## config.mk

```make
export PLATFORM = sky130hd
export DESIGN_NAME = dvp_capture
export DESIGN_NICKNAME = d
export VERILOG_FILES = /design/src/rtl/dvpc_pkg.sv /design/src/rtl/dvpc_ctrl.sv /design/src/rtl/dvpc_datapath.sv /design/src/rtl/dvp_capture.sv
export SDC_FILE = /design/constraint.sdc
export NUM_CORES = 1
export LEC_CHECK = 0
export ABC_CLOCK_PERIOD_IN_PS = 7550
export BUFFER_PORTS_ARGS = -buffer_cell sky130_fd_sc_hd__buf_4
export CAP_MARGIN = 5
export CORE_AREA = 2 2 113 115
export CTS_BUF_LIST = sky130_fd_sc_hd__clkbuf_4 sky130_fd_sc_hd__clkbuf_8
export DETAILED_ROUTE_END_ITERATION = 8
export DIE_AREA = 0 0 115 117
export PLACE_DENSITY = 0.81
export REMOVE_ABC_BUFFERS = 1
export SLEW_MARGIN = 20
export SYNTH_ARGS = -nofsm -noshare
export SYNTH_HDL_FRONTEND = slang
export SYNTH_SLANG_ARGS = --single-unit
```

## constraint.sdc

```tcl
create_clock -name clk -period 7.55 [get_ports clk]
set_clock_uncertainty 0.15 [all_clocks]
set_input_delay 1.1325 -clock clk [delete_from_list [all_inputs] [get_ports clk]]
set_output_delay 1.1325 -clock clk [all_outputs]
set_load 0.01 [all_outputs]
```

## src/rtl/dvpc_pkg.sv

```systemverilog
package dvpc_pkg;
  parameter int BYTE_W = 8;
  localparam int BUS_W = 2 * BYTE_W;
  parameter int CNT_W = 16;
  parameter int LINE_W = 6;
  parameter int THR_W = 3;

  typedef struct packed {
    logic              wide16;
    logic              invDe;
    logic              invHs;
    logic              invVs;
    logic              vsFiltEn;
    logic [THR_W-1:0]  vsFiltThr;
    logic              deOnly;
    logic              vsEof;
    logic [CNT_W-1:0]  byteLen;
    logic              lineIntEn;
    logic [LINE_W-1:0] lineNum;
    logic              stallEn;
    logic              byteSwap;
    logic              bitRev;
  } dvpc_cfg_t;

  typedef struct packed {
    logic take;
    logic eof;
    logic lineInt;
    logic clearPend;
  } dvpc_stb_t;
endpackage

```

## src/rtl/dvpc_ctrl.sv

```systemverilog
module dvpc_ctrl
  import dvpc_pkg::*;
(
  input  logic      clk,
  input  logic      rstN,
  input  logic      start,
  input  logic      cfgUpdate,
  input  logic      softReset,
  input  logic      fifoReset,
  input  dvpc_cfg_t cfgIn,
  input  logic      vsyncIn,
  input  logic      hsyncIn,
  input  logic      deIn,
  input  logic      fifoFull,
  output dvpc_cfg_t cfg,
  output dvpc_stb_t stb
);
  localparam int FCNT_W = THR_W + 1;

  logic sVs, sHs, sDe, sFull;
  logic filtReg;
  logic [FCNT_W-1:0] filtCnt;
  logic prevVs, prevLine, countDone;
  logic [CNT_W-1:0] byteCnt;
  logic [LINE_W-1:0] lineCnt;

  logic vsEff, lineSig, qual, frameStart, frameEnd, stall, doneEff, take;
  logic [CNT_W:0] incVal, newCnt;
  logic cntEof, vsEofHit, lineFall, lineHit;
  logic [LINE_W-1:0] baseLine, nextLine;

  // configuration shadow
  always_ff @(posedge clk or negedge rstN) begin
    if (!rstN) cfg <= '0;
    else if (cfgUpdate) cfg <= cfgIn;
  end

  // input sampling with polarity applied first
  always_ff @(posedge clk or negedge rstN) begin
    if (!rstN) begin
      sVs <= 1'b0; sHs <= 1'b0; sDe <= 1'b0; sFull <= 1'b0;
    end else if (softReset) begin
      sVs <= 1'b0; sHs <= 1'b0; sDe <= 1'b0; sFull <= 1'b0;
    end else begin
      sVs   <= vsyncIn ^ cfg.invVs;
      sHs   <= hsyncIn ^ cfg.invHs;
      sDe   <= deIn ^ cfg.invDe;
      sFull <= fifoFull;
    end
  end

  // frame sync deglitch
  always_ff @(posedge clk or negedge rstN) begin
    if (!rstN) begin
      filtReg <= 1'b0; filtCnt <= '0;
    end else if (softReset) begin
      filtReg <= 1'b0; filtCnt <= '0;
    end else if (!cfg.vsFiltEn) begin
      filtReg <= sVs; filtCnt <= '0;
    end else if (sVs == filtReg) begin
      filtCnt <= '0;
    end else if (filtCnt == FCNT_W'({1'b0, cfg.vsFiltThr}) + FCNT_W'(1)) begin
      filtReg <= sVs; filtCnt <= '0;
    end else begin
      filtCnt <= filtCnt + FCNT_W'(1);
    end
  end

  always_comb begin
    vsEff      = cfg.vsFiltEn ? filtReg : sVs;
    lineSig    = cfg.deOnly ? sDe : sHs;
    qual       = vsEff & sDe & lineSig;
    frameStart = start & vsEff & ~prevVs;
    frameEnd   = start & ~vsEff & prevVs;
    stall      = cfg.stallEn & sFull;
    doneEff    = frameStart ? 1'b0 : countDone;
    take       = start & qual & ~stall & ~doneEff;
    incVal     = cfg.wide16 ? (CNT_W+1)'(2) : (CNT_W+1)'(1);
    newCnt     = (frameStart ? '0 : {1'b0, byteCnt}) + incVal;
    cntEof     = take & ~cfg.vsEof & (cfg.byteLen != '0) & (newCnt >= {1'b0, cfg.byteLen});
    vsEofHit   = cfg.vsEof & frameEnd;
    lineFall   = start & vsEff & prevLine & ~lineSig;
    baseLine   = frameStart ? '0 : lineCnt;
    nextLine   = baseLine + LINE_W'(1);
    lineHit    = lineFall & cfg.lineIntEn & (cfg.lineNum != '0) & (nextLine == cfg.lineNum);
    stb.take      = take;
    stb.eof       = cntEof | vsEofHit;
    stb.lineInt   = lineHit;
    stb.clearPend = frameStart | fifoReset | cfgUpdate | softReset;
  end

  always_ff @(posedge clk or negedge rstN) begin
    if (!rstN) begin
      prevVs <= 1'b0; prevLine <= 1'b0; countDone <= 1'b0;
      byteCnt <= '0; lineCnt <= '0;
    end else if (softReset) begin
      prevVs <= 1'b0; prevLine <= 1'b0; countDone <= 1'b0;
      byteCnt <= '0; lineCnt <= '0;
    end else begin
      prevVs   <= vsEff;
      prevLine <= lineSig;
      if (take) byteCnt <= newCnt[CNT_W-1:0];
      else if (frameStart) byteCnt <= '0;
      if (cntEof) countDone <= 1'b1;
      else if (frameStart || cfgUpdate) countDone <= 1'b0;
      if (lineHit) lineCnt <= '0;
      else if (lineFall) lineCnt <= nextLine;
      else if (frameStart) lineCnt <= '0;
    end
  end

  // the filtered sync only moves after the full hold count
  p_filter_hold_r5: assert property (@(posedge clk) disable iff (!rstN || softReset)
    ($past(cfg.vsFiltEn) && !$past(softReset) && (filtReg != $past(filtReg)))
      |-> ($past(filtCnt) == FCNT_W'({1'b0, $past(cfg.vsFiltThr)}) + FCNT_W'(1)));

  // the line counter restarts after each line strobe
  p_line_restart_r8: assert property (@(posedge clk) disable iff (!rstN || softReset)
    stb.lineInt |=> (lineCnt == '0));

  // nothing is taken while a full FIFO is sampled with stalling on
  p_stall_drop_r9: assert property (@(posedge clk) disable iff (!rstN || softReset)
    (cfg.stallEn && $past(fifoFull) && !$past(softReset)) |-> !stb.take);

  // after the byte count closes a frame, no second end strobe until a new frame
  p_count_quiet_r7: assert property (@(posedge clk) disable iff (!rstN || softReset)
    (countDone && !cfg.vsEof && !frameStart) |-> !stb.eof);
endmodule

```

## src/rtl/dvpc_datapath.sv

```systemverilog
module dvpc_datapath
  import dvpc_pkg::*;
(
  input  logic             clk,
  input  logic             rstN,
  input  logic             softReset,
  input  dvpc_cfg_t        cfg,
  input  dvpc_stb_t        stb,
  input  logic [BUS_W-1:0] pixData,
  output logic             outValid,
  output logic [BUS_W-1:0] outWord,
  output logic             outOneByte,
  output logic             outEof,
  output logic             outLineInt
);
  localparam int NBYTES = BUS_W / BYTE_W;

  logic [BUS_W-1:0]  sData;
  logic [BYTE_W-1:0] pend, nxtPend;
  logic havePend, curHave, nxtHave, emit, one;
  logic [BUS_W-1:0] word;

  function automatic logic [BUS_W-1:0] fmtWord(input logic [BUS_W-1:0] w,
                                                input logic swap, input logic rev);
    logic [BUS_W-1:0] r;
    r = w;
    if (rev) begin
      for (int b = 0; b < NBYTES; b++)
        for (int i = 0; i < BYTE_W; i++)
          r[b*BYTE_W + i] = w[b*BYTE_W + BYTE_W-1-i];
    end
    if (swap) r = {r[BYTE_W-1:0], r[BUS_W-1:BYTE_W]};
    return r;
  endfunction

  always_ff @(posedge clk or negedge rstN) begin
    if (!rstN) sData <= '0;
    else sData <= pixData;
  end

  always_comb begin
    curHave = stb.clearPend ? 1'b0 : havePend;
    nxtHave = curHave;
    nxtPend = pend;
    emit = 1'b0;
    one = 1'b0;
    word = '0;
    if (stb.take) begin
      if (cfg.wide16) begin
        emit = 1'b1;
        word = sData;
      end else if (curHave) begin
        emit = 1'b1;
        word = {sData[BYTE_W-1:0], pend};
        nxtHave = 1'b0;
      end else begin
        nxtPend = sData[BYTE_W-1:0];
        nxtHave = 1'b1;
      end
    end
    if (stb.eof && nxtHave && !emit) begin
      emit = 1'b1;
      one = 1'b1;
      word = {{(BUS_W-BYTE_W){1'b0}}, nxtPend};
      nxtHave = 1'b0;
    end
  end

  always_ff @(posedge clk or negedge rstN) begin
    if (!rstN) begin
      pend <= '0; havePend <= 1'b0;
      outValid <= 1'b0; outWord <= '0; outOneByte <= 1'b0;
      outEof <= 1'b0; outLineInt <= 1'b0;
    end else if (softReset) begin
      pend <= '0; havePend <= 1'b0;
      outValid <= 1'b0; outWord <= '0; outOneByte <= 1'b0;
      outEof <= 1'b0; outLineInt <= 1'b0;
    end else begin
      pend       <= nxtPend;
      havePend   <= nxtHave;
      outValid   <= emit;
      outWord    <= fmtWord(word, cfg.byteSwap, cfg.bitRev);
      outOneByte <= one;
      outEof     <= stb.eof;
      outLineInt <= stb.lineInt;
    end
  end

  // a half word never survives in 16-bit mode
  p_no_pend_wide_r2: assert property (@(posedge clk) disable iff (!rstN || softReset)
    cfg.wide16 |-> !havePend);

  // a single-byte word only appears together with a frame end
  p_lone_byte_eof_r6: assert property (@(posedge clk) disable iff (!rstN || softReset)
    outOneByte |-> (outValid && outEof));
endmodule

```

## src/rtl/dvp_capture.sv

```systemverilog
module dvp_capture
  import dvpc_pkg::*;
(
  input  logic                clk,
  input  logic                rstN,
  input  logic                start,
  input  logic                cfgUpdate,
  input  logic                softReset,
  input  logic                fifoReset,
  input  logic                cfgWide16,
  input  logic                cfgInvDe,
  input  logic                cfgInvHsync,
  input  logic                cfgInvVsync,
  input  logic                cfgVsFiltEn,
  input  logic [THR_W-1:0]    cfgVsFiltThr,
  input  logic                cfgDeOnly,
  input  logic                cfgVsEof,
  input  logic [CNT_W-1:0]    cfgByteLen,
  input  logic                cfgLineIntEn,
  input  logic [LINE_W-1:0]   cfgLineNum,
  input  logic                cfgStallEn,
  input  logic                cfgByteSwap,
  input  logic                cfgBitRev,
  input  logic [BUS_W-1:0]    pixData,
  input  logic                vsyncIn,
  input  logic                hsyncIn,
  input  logic                deIn,
  input  logic                fifoFull,
  output logic                outValid,
  output logic [BUS_W-1:0]    outWord,
  output logic                outOneByte,
  output logic                outEof,
  output logic                outLineInt
);
  dvpc_cfg_t cfgIn, cfgQ;
  dvpc_stb_t stb;

  always_comb begin
    cfgIn.wide16    = cfgWide16;
    cfgIn.invDe     = cfgInvDe;
    cfgIn.invHs     = cfgInvHsync;
    cfgIn.invVs     = cfgInvVsync;
    cfgIn.vsFiltEn  = cfgVsFiltEn;
    cfgIn.vsFiltThr = cfgVsFiltThr;
    cfgIn.deOnly    = cfgDeOnly;
    cfgIn.vsEof     = cfgVsEof;
    cfgIn.byteLen   = cfgByteLen;
    cfgIn.lineIntEn = cfgLineIntEn;
    cfgIn.lineNum   = cfgLineNum;
    cfgIn.stallEn   = cfgStallEn;
    cfgIn.byteSwap  = cfgByteSwap;
    cfgIn.bitRev    = cfgBitRev;
  end

  dvpc_ctrl uCtrl (
    .clk(clk), .rstN(rstN), .start(start), .cfgUpdate(cfgUpdate),
    .softReset(softReset), .fifoReset(fifoReset), .cfgIn(cfgIn),
    .vsyncIn(vsyncIn), .hsyncIn(hsyncIn), .deIn(deIn), .fifoFull(fifoFull),
    .cfg(cfgQ), .stb(stb)
  );

  dvpc_datapath uData (
    .clk(clk), .rstN(rstN), .softReset(softReset), .cfg(cfgQ), .stb(stb),
    .pixData(pixData), .outValid(outValid), .outWord(outWord),
    .outOneByte(outOneByte), .outEof(outEof), .outLineInt(outLineInt)
  );
endmodule

```

==> Yosys cells after proc, flatten, opt, wreduce, memory -nomap -nowiden <==
Cells that the tools add are included.
{ "totals": {"ff_bits": 115, "latch_bits": 0, "ram_bits": 0, "romBits": 0, "in_bits": 62, "out_inout_bits": 20, "elab_cells": 139, "memories": 0} }
{ "op_classes": {"n_addsub": 4, "mul": 0, "n_div": 0, "order_cmp": 1, "eq_ne": 5, "shift": 0, "n_mux": 55, "n_bitwise": 32, "reduce_logical": 9} }
{ "op_table": {"columns": ["op", "n"], "rows": [
  ["$mux W16", 11],
  ["$mux W8", 4],
  ["$mux W1", 31],
  ["$mux W6", 4],
  ["$and A1 B1 Y1", 19],
  ["$add A17 B17 Y17", 1],
  ["$ge A17 B16 Y1", 1],
  ["$mux W4", 4],
  ["$reduce_bool A16 Y1", 1],
  ["$add A6 B1 Y6 const B", 1],
  ["$eq A6 B6 Y1", 1],
  ["$ne A3 B3 Y1 const B", 2],
  ["$not A1 Y1", 6],
  ["$reduce_bool A3 Y1", 2],
  ["$reduce_bool A6 Y1", 1],
  ["$add A3 B1 Y4 const B", 1],
  ["$add A4 B1 Y4 const B", 1],
  ["$eq A4 B4 Y1", 1],
  ["$or A1 B1 Y1", 4],
  ["$xor A1 B1 Y1", 3],
  ["$logic_and A1 B1 Y1", 2],
  ["$mux W2", 1],
  ["$reduce_and A2 Y1", 1],
  ["$eq A1 B1 Y1", 1],
  ["other kinds (2)", 2]
]} }

==> Logic depth before layout (Yosys ltp) <==
Gate-level depths: netlist (run 1).
{ "depth": {"depth_word": 16, "depth_mapped": 22, "ltp_nobuf": 20} }

==> Hierarchy <==
A second synthesis (run 1) with hierarchy kept.
{ "unflattened": {"hier_cells": 578, "area_unflattened_um2": 6231.0} }
{ "modules_own_cells": {"columns": ["mod", "n_inst", "cells_each", "area_each_um2", "seq_area_each_um2"], "rows": [
  ["dvpc_ctrl", 1, 421, 4124.0, 1751.7],
  ["dvpc_datapath", 1, 157, 2107.0, 1126.1]
]} }

==> Worst setup path after synthesis (run 1) <==
OpenSTA, ideal clock, no wires.
{ "synth_path": {"path_kind": "input to register", "startpoint": "input start", "endpoint": "register uData.outWord[10]", "setup_time_ns": 0.126, "t_arrival_ns": 5.477, "t_required_ns": 7.274, "setup_slack_ns": 1.797, "stages": 19, "cell_sequence": "nor2b_1 > nand2_1 > clkbuf_1 > and2_1 > ha_1 > a21o_1 > nand4_1 > nor4_2 > and4_1 > nand4_1 > xor2_1 > ha_1 > o21a_1 > o21ai_0 > a31oi_4 > o31ai_4 > a22oi_2 > a22o_1 > a221o_1"} }
{ "synth_via": {"elab_chain_cells": 15, "word_cells_on_any_way": 40} }
{ "synth_lines": {"columns": ["item", "line", "rtl"], "rows": [
  ["start, declared", "dvp_capture.sv:6", "input logic start,"],
  ["parallel branches: the longest is 11 deep, another holds $add A17 B17 Y17", null, null],
  ["$mux W16 *", "dvpc_datapath.sv:61", "if (stb.eof && nxtHave && !emit) begin"],
  ["$mux W16 *", "dvpc_datapath.sv:27", "if (rev) begin"],
  ["$mux W16 *", "dvpc_datapath.sv:32", "if (swap) r = {r[BYTE_W-1:0], r[BUS_W-1:BYTE_W]};"],
  ["$mux W16 *", "dvpc_datapath.sv:74", "end else if (softReset) begin"],
  ["end signal, assigned", "dvpc_datapath.sv:82", "outWord <= fmtWord(word, cfg.byteSwap, cfg.bitRev);"],
  ["end, declared", "dvpc_datapath.sv:11", "output logic [BUS_W-1:0] outWord,"]
]} }
Every way passes the cells marked *.
A chain may end at the register's enable or synchronous reset.

==> Final worst setup path (run 1) <==
{ "layout_path": {"startpoint": "input start", "endpoint": "register uData.outWord[14]"} }
The elaborated chain is that of the path after synthesis.

==> run summary, run 1 <==
Die H: 117 um
Max Cap Violations: 0
Skew-Pair Late Insertion Delay: 0.45 ns
Total wire length: 13.4 mm
DIE AREA: 0.0135 mm^2
Hold buffers post-CTS: 0
Pwr Density: 198 mW/mm^2
Final setup vio count: 0
Hold Path Class: flop to flop
Slowest stage delay, CP: 0.41 ns
Gp weighted congestion: 0.877
DR iter-0 viols: 438
Top cell type by total area after synthesis: dfrtp_1
P_int: 1070 uW
Remaining antenna violation count: 0
CTS Sinks: 115
Combinational power share: 0.099
Via count: 4731
Post-DP HPWL: 9.55 mm
Initial Utilization: 0.488
First-pass GRT wire length: 22.1 mm
Reg power frac: 0.472
Gate Count Post-Synth: 602
CTS tree: done
Synth warn: 0
DP Cell Count: 813
Final min period: 6.05 ns
DRC Markers: 0
Final Cycle Share: 0.801
RSZ-0062 raised after global routing: false
Power Total: 1420 uW
Sequential cell area fraction in the yosys report: 0.479
Post-synthesis area per instance: 9.99 um^2
Crit path top cell by count: nand4_1
Critical path data required time: 7.72 ns
CP Capture Type: flop
Measured slew at the worst slew-check pin: 0.886 ns
Fin util: 0.582
Synthesized area: 0.00601 mm^2
Clock power share: 0.429
Share of the synthesized area in the top cell type: 0.479
Postcts setup bufs: 0
CTS resizes: 0
Outcome: finished clean
Initial antenna violation count: 0
TNS Setup: 0 ns
Max_slew headroom: 0.405
Clock Path Buffers: 2
Critical path data arrival time: 6.22 ns
Crit start category: input pin
Yosys cell types: 60
Synth Register Bits: 115
Slew Limit Fails: 0
Final #Nets: 767
Area Growth Syn to Fin: 19.1%
Vias in the first global route: 4707
Most used DFF post-synth: dfrtp_1
Antenna diodes: 0
Clock root cell: clkbuf_8
Crit path kind: input pin to flop
Worst path buffer plus inverter count: 2
Number of enable flip-flop cells after synthesis: 0
Core footprint: 0.0123 mm^2
Slowest cell on the critical path: nor4_2
Top delay family on crit path: simple AND/OR/NAND/NOR gates
Row cnt: 41
Sw Ratio: 0.243
# IOs: 82
Top post-synthesis cells by area: dfrtp_1 48%, ha_1 4.6%, xnor2_1 4.5%
Maximum fanout along the worst path: 15
Vias per cell: 5.60
Ys async rst share: 1.00
Gr ovfl total: 0
Fin cells: 845
Worst path cell trace: buf_4 -> nor2b_1 -> nand2_1 -> and2_1 -> ha_1 -> a21o_1 -> nand4_1 -> nor4_2 -> and4_1 -> nand4_1 -> xor2_1 -> ha_1 -> nand4_1 -> nor3_1 -> nand2_1 -> a31oi_4 -> o31ai_1 -> buf_4 -> a21boi_0 -> o2bb2ai_1 -> a221o_1
Number of buffers inserted during clock tree synthesis: 17
Total GRT Usage: 0.209
H-tree depth: 4
Leak: 0.00333 uW
PortBufs: 81
Drt pass-1 iters: 4
P_sw: 344 uW
Die X-Extent: 115 um
Reg clk slew, reported paths: 0.07 ns
Max Fclk: 165 MHz
Final Hold Vio Count: 0
Peak supply drop: 0.133 mV
Average routed wire per standard cell: 15.8 um
Largest net degree at the start of global routing: 88
Share of layout cells above drive strength 1: 0.213
## cells by family (layout without fill, tap and decap cells)
logic type,after synthesis,in the layout,synth area share
AOI/OAI and AO/OA,98,98,0.121
xor gates and xnor gates,50,50,0.0728
DFF,115,115,0.479
muxes,34,34,0.0612
adders and majority gates,23,23,0.0491
buffers and inverters,51,144,0.0348
and+or+nand+nor,231,231,0.183
## sequential cells by signal, summed over array words and instances, names as in the netlist, 4 cells and up
signal,cells
uCtrl.cfg,36
uData.sData,16
uCtrl.byteCnt,16
uCtrl.filtCnt,4
uData.outWord,16
uCtrl.lineCnt,6
uData.pend,8
## final cells by class
type,instances,area (um^2)
Sequential cell,115,2880
Tap cell,150,188
Clock inverter,9,126
Inverter,28,105
Multi-Input combinational cell,436,2930
Clock buffer,23,304
Fill cell,1043,5150
Timing Repair Buffer,84,634
## power by group through the flow
stage / combinational [uW] / clock, uW / sequential [uW]
floorplan: 74.1 / 0 / 672
global placement: 133 / 0 / 678
detailed placement: 140 / 0 / 679
global route: 157 / 648 / 671
CTS: 140 / 621 / 668
finish: 140 / 608 / 668
## cell usage after synthesis (2+ instances only)
library cell    n
buf_1           2
nand2_1        69
nor2_1         69
buf_2           2
ha_1           22
nand4_1        10
nor3_1         21
a221oi_1        2
o31ai_1         6
a21o_1          3
or4_1           2
clkinv_1        2
nor4_1          5
mux2i_1        15
nor4b_1         2
clkbuf_1       17
inv_1          25
or3_1           3
nand2b_1        4
and4_1          3
nor2b_1         3
nand3_1        17
a21oi_1        20
and3_1          8
xnor2_1        31
buf_6           2
a31oi_4         2
or2_2           2
a221o_1        15
a22o_1          5
and2_1          5
mux2_2         18
xor2_1         19
o21ai_0        29
dfrtp_1       115
o21a_1          2
nor2_2          2
## worst reg2reg max path: cells and delay by family, from the launching register on
kind,cells,cell delay (ns)
AO/OA/AOI/OAI,8,2.09
XOR/XNOR,1,0.19
adder cells (fa/ha/maj),3,0.77
flip-flops,1,0.43
multiplexers,1,0.36
AND/OR/NAND/NOR,5,1.56
## per-layer routing
layer  vias to the layer above  GRT usage  share of wire
met5                         -          0              0
met4                         0     0.0972          0.019
met3                        24     0.0602          0.070
met2                       167      0.326           0.46
met1                      2272      0.273           0.45
li1                       2268          -              -
## path summary, 6_finish.rpt
check	slack (ns)	end	cells past startpoint	startpoint
worst max-delay path	1.50	uData.outWord[14]	21	start
worst min-delay path	0.37	uData.pend[7]	2	uData.pend[7]
worst max register to register	1.87	uData.outWord[15]	18	uCtrl.cfg[31]
worst min register to register	0.37	uData.pend[7]	2	uData.pend[7]
max in group asynchronous	5.72	uCtrl.cfg[22]	2	rstN
min in group asynchronous	0.44	uCtrl.cfg[6]	1	rstN
## layout by cell type, fill, tap and decap left out, types with 6 or more instances in the layout
cell type  instances
dfrtp_1          115
buf_4             83
nand2_1           69
nor2_1            69
xnor2_1           31
o21ai_0           29
inv_1             25
ha_1              22
nor3_1            21
clkbuf_8          21
a21oi_1           20
xor2_1            19
mux2_2            18
nand3_1           17
mux2i_1           15
a221o_1           15
nand4_1           10
and3_1             8
o31ai_1            6
## per-stage QoR
stage                     setup WS (ns)  instance area [um^2]  hold WS [ns]
after floorplan                    1.53                  5910         0.323
after global placement             1.36                  6730         0.343
after detailed placement           1.13                  6730         0.359
after CTS                          1.60                  7160         0.371
after global routing               1.08                  7160         0.399
final                              1.50                  7160         0.374
No activity file was read; power rests on OpenSTA's default activity.
==> inputs of run 2 (changes only) <==
ABC_CLOCK_PERIOD_IN_PS = 5300   (was 7550)
PLACE_DENSITY = 0.84   (was 0.81)
clock period = 5.3 ns   (was 7.55 ns; I/O delays follow)
==> run 2 against run 1 <==
Effect of this change: via count grew 3.6%; non-clock buffer count grew 8; critical path depth shrank 1; first-iteration DRC count grew 11%; global-route usage grew 0.73 points; count of clock-buffer cells in the layout shrank 6; final area grew 0.16%; die area is the same; largest cell class unchanged; sequential cell count is the same; final cell count grew 0.83%.
==> run summary, run 2 (synthesized netlist as in run 1, its figures left out) <==
P_int: 1420 uW (+32%)
Vias per cell: 5.75 (+2.8%)
Die X-Extent: 115 um (unchanged)
Final min period: 4.99 ns
Leak: 0.00333 uW (-0.26%)
Initial Utilization: 0.488 (unchanged)
Area Growth Syn to Fin: 19.3%
Max Fclk: 201 MHz
Max Cap Violations: 0 (unchanged)
Crit start category: flop
Largest net degree at the start of global routing: 81 (-8.0%)
Fillers: 1042 (-0.096%)
H-tree depth: 4 (unchanged)
# IOs: 82 (unchanged)
Max reg flops: 36 (unchanged)
DR iter-0 viols: 487 (+11%)
Max_slew headroom: 0.326 (-0.0790)
Worst hold slack: 0.308 ns (-0.0654 ns)
Number of buffers inserted during clock tree synthesis: 17 (unchanged)
CP Capture Type: flop
Gp weighted congestion: 0.863 (-1.6%)
Antenna diodes: 0 (unchanged)
RSZ-0062 raised after global routing: false
CTS tree: done
Measured slew at the worst slew-check pin: 1.01 ns (+0.125 ns)
Placed cell areas: 0.00679 mm^2 (+0.89%)
Slowest cell on the critical path: dfrtp_2
Post-DP HPWL: 9.92 mm (+3.8%)
Outcome: finished clean
Reg clk slew, reported paths: 0.08 ns (about the same)
Final Cycle Share: 0.941
PortBufs: 81 (unchanged)
P_sw: 521 uW (+52%)
DIE AREA: 0.0135 mm^2 (unchanged)
Clock Path Buffers: 2 (unchanged)
Final #Nets: 775 (+1.0%)
Total GRT Usage: 0.217 (+0.00727)
Combinational power share: 0.105 (+0.006)
Pwr Density: 270 mW/mm^2 (+37%)
Vias in the first global route: 4860 (+3.3%)
Share of layout cells above drive strength 1: 0.225 (+0.0121)
Crit path kind: flop to flop
First-pass GRT wire length: 22.9 mm (+3.5%)
Commonest cells after routing, fill and taps aside: 114 x dfrtp_1, 92 x buf_4, 69 x nand2_1, 69 x nor2_1, 31 x xnor2_1
Sw Ratio: 0.269 (+0.0260)
Remaining antenna violation count: 0 (unchanged)
Crit path top cell by count: nand2_1
Postcts setup bufs: 0 (unchanged)
Slowest stage delay, CP: 0.44 ns (+0.03 ns)
Gr ovfl total: 0 (unchanged)
Critical path data arrival time: 5.14 ns (-1.08 ns)
Initial antenna violation count: 0 (unchanged)
Post-route cell area: 0.00717 mm^2 (+0.16%)
Peak supply drop: 0.201 mV (+51%)
Worst path cell trace: mux2_4 -> nand2_1 -> and2_1 -> ha_1 -> a21o_1 -> nand4_1 -> nor4_2 -> and4_1 -> nand4_1 -> or3_1 -> a21oi_1 -> ha_1 -> nand2_1 -> nor2_1 -> nand2_1 -> a31oi_4 -> o31ai_4 -> a21boi_0 -> o2bb2ai_1 -> a221o_1
Largest Register: uCtrl.cfg
CTS Sinks: 115 (unchanged)
Drt pass-1 iters: 5 (+1)
Final setup vio count: 0 (unchanged)
Final Hold Vio Count: 0 (unchanged)
Hold buffers post-CTS: 0 (unchanged)
Top delay family on crit path: simple AND/OR/NAND/NOR gates
Maximum fanout along the worst path: 6 (-9)
Clock power share: 0.404 (-0.025)
Row cnt: 41 (unchanged)
Via count: 4903 (+3.6%)
Average routed wire per standard cell: 16.2 um (+2.3%)
Core footprint: 0.0123 mm^2 (unchanged)
Most common cell after layout, fill and taps aside: dfrtp_1
DRC Markers: 0 (unchanged)
Slew Limit Fails: 0 (unchanged)
Reg power frac: 0.491 (+0.019)
CTS resizes: 0 (unchanged)
Clock root cell: clkbuf_8
Die H: 117 um (unchanged)
Critical path data required time: 5.46 ns (-2.26 ns)
Total wire length: 13.8 mm (+3.2%)
Skew-Pair Late Insertion Delay: 0.44 ns (about the same)
Hold Path Class: input pin to flop
Worst path buffer plus inverter count: 0 (-2)
[run 2: cell types whose count changed in the layout (fill, tap and decap cells not counted), sizes merged]
cell / before / now
buf: 84 / 92
bufinv: 3 / 2
clkbuf: 23 / 17
clkinv: 7 / 8
clkinvlp: 1 / 5
inv: 26 / 27
[run 2: power groups by stage]
stage	combinational [uW]	clock, uW	sequential (uW)
2_1_floorplan	106	0	957
3_3_place_gp	194	0	965
3_5_place_dp	203	0	968
4_1_cts	204	796	952
5_1_grt	227	834	958
6_report	203	783	953
[run 2: layout make-up]
class / instances / area, um^2 / share of cell area
clock buffer: 17 / 234 / 0.0326
clock inverter: 14 / 140 / 0.0195
inverter: 28 / 105 / 0.0147
multi-input combinational: 436 / 2940 / 0.409
sequential: 115 / 2880 / 0.401
tap: 150 / 188 / 0.0262
timing repair buffer: 92 / 691 / 0.0963
[run 2: stage by stage]
step	worst slack, ns	cells	utilization	power, uW	setup TNS, ns
after global routing	0.0309	852	0.583	2020	0
final	0.314	852	0.583	1940	0
after floorplan	-0.383	579	-	1060	-3.39
after CTS	0.253	852	0.582	1950	0
after detailed placement	-0.0755	821	0.551	1170	-0.652
after global placement	0.0575	821	0.551	1160	0
[run 2: path summary, 6_finish.rpt]
path | cells after the start | end | slack [ns] | from
min reg2reg | 2 | uData.pend[3] | 0.37 | uData.sData[3]
max reg2reg | 20 | uData.outWord[6] | 0.31 | uCtrl.cfg[31]
min in group asynchronous | 1 | uData.outWord[5] | 0.35 | rstN
max | 20 | uData.outWord[6] | 0.31 | uCtrl.cfg[31]
max in group asynchronous | 2 | uCtrl.cfg[31] | 3.54 | rstN
min | 1 | uData.sData[7] | 0.31 | pixData[7]
[run 2: per-layer routing]
layer / share of wire / up-vias / global-route usage
met5: 0 / - / 0
met4: 0.012 / 0 / 0.0771
met3: 0.075 / 15 / 0.0525
met2: 0.48 / 217 / 0.347
met1: 0.43 / 2391 / 0.290
li1: - / 2280 / -
==> inputs of run 3 (changes only) <==
CORE_AREA = 4 4 115 117   (was 2 2 113 115)
DIE_AREA = 0 0 119 121   (was 0 0 115 117)
==> run 3 against run 2 <==
Effect of this change: maximum frequency fell by 0.11%; die area increased by 7.0%; hold slack got worse by 0.083 ns; final cell count rose by 2.9%.
==> run summary, run 3 (synthesized netlist as in run 1, its figures left out) <==
Crit path top cell by count: nand4_1
Sw Ratio: 0.260 (-0.00858)
Via count: 4879 (-0.49%)
Max Fclk: 200 MHz (-0.11%)
Row cnt: 41 (unchanged)
DP Cell Count: 845 (+2.9%)
Critical path data required time: 5.47 ns (about the same)
Fin cells: 877 (+2.9%)
Postcts setup bufs: 0 (unchanged)
Antenna diodes: 0 (unchanged)
Final Hold Vio Count: 0 (unchanged)
Largest Register: uCtrl.cfg
Die H: 121 um (+3.4%)
CTS Sinks: 115 (unchanged)
Total GRT Usage: 0.209 (-0.00749)
Pwr Density: 283 mW/mm^2 (+4.6%)
Combinational power share: 0.100 (-0.005)
# IOs: 82 (unchanged)
Slowest stage delay, CP: 0.44 ns (about the same)
Peak supply drop: 0.179 mV (-11%)
Final #Nets: 777 (+0.26%)
Most common cell after layout, fill and taps aside: dfrtp_1
Gp weighted congestion: 0.872 (+1.0%)
First-pass GRT wire length: 24.0 mm (+4.9%)
CTS tree: done
Measured slew at the worst slew-check pin: 0.897 ns (-0.115 ns)
Worst flop-to-flop path startpoint: uCtrl.cfg[31]
Maximum fanout along the worst path: 6 (unchanged)
Core footprint: 0.0124 mm^2 (+0.42%)
Final worst setup slack: 0.309 ns (-0.00535 ns)
Crit start category: flop
Number of buffers inserted during clock tree synthesis: 17 (unchanged)
Reg clk slew, reported paths: 0.07 ns (about the same)
DRC Markers: 0 (unchanged)
Gr ovfl total: 0 (unchanged)
Total wire length: 14.2 mm (+2.9%)
RSZ-0062 raised after global routing: false
Remaining antenna violation count: 0 (unchanged)
R2R depth: 19 (-5.0%)
R2R Setup Slk: 0.31 ns (about the same)
CP Capture Type: flop
Clock Path Buffers: 2 (unchanged)
Power Total: 2060 uW (+6.2%)
Share of layout cells above drive strength 1: 0.228 (+0.00330)
Clock power share: 0.438 (+0.034)
Max reg flops: 36 (unchanged)
Worst path cell trace: mux2_4 -> nand2_1 -> and2_1 -> ha_1 -> a21o_1 -> nand4_1 -> nor4_2 -> and4_1 -> nand4_1 -> xor2_1 -> ha_1 -> nand4_1 -> nor3_1 -> nand2_1 -> a31oi_4 -> or2_2 -> a22oi_2 -> a22o_1 -> a221o_1
Vias per cell: 5.56 (-3.3%)
Worst hold slack: 0.225 ns (-0.0830 ns)
Skew-Pair Late Insertion Delay: 0.45 ns (about the same)
Reg-to-reg critical path endpoint: uData.outWord[15]
Final setup vio count: 0 (unchanged)
Hold Path Class: input pin to async pin
Area Growth Syn to Fin: 21.2%
Clock root cell: clkbuf_8
Largest net degree at the start of global routing: 82 (+1.2%)
Die X-Extent: 119 um (+3.5%)
DR iter-0 viols: 352 (-28%)
Final min period: 4.99 ns (+0.00535 ns)
Crit path kind: flop to flop
Reg power frac: 0.462 (-0.029)
PortBufs: 81 (unchanged)
TNS Setup: 0 ns (unchanged)
P_int: 1520 uW (+7.4%)
Commonest cells after routing, fill and taps aside: 114 x dfrtp_1, 93 x buf_4, 69 x nand2_1, 69 x nor2_1, 31 x xnor2_1
Critical path data arrival time: 5.16 ns (+0.02 ns)
Drt pass-1 iters: 5 (unchanged)
Max_slew headroom: 0.397 (+0.0719)
Average routed wire per standard cell: 16.2 um (about the same)
Outcome: finished clean
Initial antenna violation count: 0 (unchanged)
Slew Limit Fails: 0 (unchanged)
Post-DP HPWL: 10.3 mm (+4.1%)
Slowest cell on the critical path: dfrtp_2
Vias in the first global route: 4989 (+2.7%)
DIE AREA: 0.0144 mm^2 (+7.0%)
Final Cycle Share: 0.942 (+0.00101)
Dpl ws: -0.136 ns (-0.0600 ns)
P_sw: 535 uW (+2.8%)
Leak: 0.00337 uW (+1.4%)
Initial Utilization: 0.486 (-0.00203)
H-tree depth: 4 (unchanged)
Max Cap Violations: 0 (unchanged)
==> run 3: changes by cell type in the layout (fill, tap and decap cells not counted), moves of 2 or more <==
| cell | change |
|---|---|
| clkinv_2 | -3 |
| inv_6 | +3 |
| bufinv_16 | +2 |
| o21ai_0 | +2 |
| o21ai_1 | -2 |
==> run 3: worst max path at each step <==
stage                  start                 to  slack, ns  cells past startpoint
2_1_floorplan          start   uData.outWord[9]      -0.38                     18
3_3_place_gp           start  uData.outWord[15]       0.08                     19
3_5_place_dp           start  uData.outWord[10]      -0.14                     20
4_1_cts        uCtrl.cfg[31]  uData.outWord[15]       0.17                     19
5_1_grt        uCtrl.cfg[31]   uData.outWord[4]       0.05                     19
6_report       uCtrl.cfg[31]  uData.outWord[15]       0.31                     19
==> run 3: power by group through the flow <==
| stage | logic (uW) | clock network, uW | registers (uW) |
|---|---|---|---|
| 2_1_floorplan | 106 | 0 | 957 |
| 4_1_cts | 206 | 918 | 952 |
| 6_report | 206 | 902 | 952 |
| 3_5_place_dp | 205 | 0 | 968 |
| 3_3_place_gp | 195 | 0 | 965 |
| 5_1_grt | 231 | 956 | 958 |
==> run 3: critical path, delay by kind of cell (launching register included) <==
family | cells | cell delay [ns]
xor+xnor | 1 | 0.22
fa+ha+maj | 2 | 0.58
simple gates | 10 | 1.98
compound gates | 5 | 1.24
flops | 1 | 0.44
mux | 1 | 0.26
==> run 3: stage by stage <==
step                      cell area, um^2  utilization
after floorplan                      5910            -
after global placement               6830        0.552
after detailed placement             6830        0.552
after CTS                            7270        0.588
after global routing                 7280        0.589
final                                7280        0.589
==> run 3: area by class of cell <==
| cell class | instances | area, um^2 |
|---|---|---|
| inverter | 28 | 105 |
| fill | 1001 | 5080 |
| tap | 172 | 215 |
| sequential | 115 | 2880 |
| multi-input combinational | 436 | 2940 |
| clock buffer | 17 | 234 |
| clock inverter | 15 | 204 |
| timing repair buffer | 94 | 709 |
==> run 3: metal layers <==
layer	up-vias	wire (um)	share of wire	global-route usage
li1	2285	-	-	-
met3	27	901	0.063	0.0606
met4	0	252	0.018	0.0818
met5	-	0	0	0
met1	2398	6070	0.43	0.267
met2	169	6980	0.49	0.336
==> run 3: timing repair <==
item,CTS,global route
hold buffers,0,0
hold endpoints to repair,0,0
endpoints found under the setup margin,0,16
resized for setup,0,4
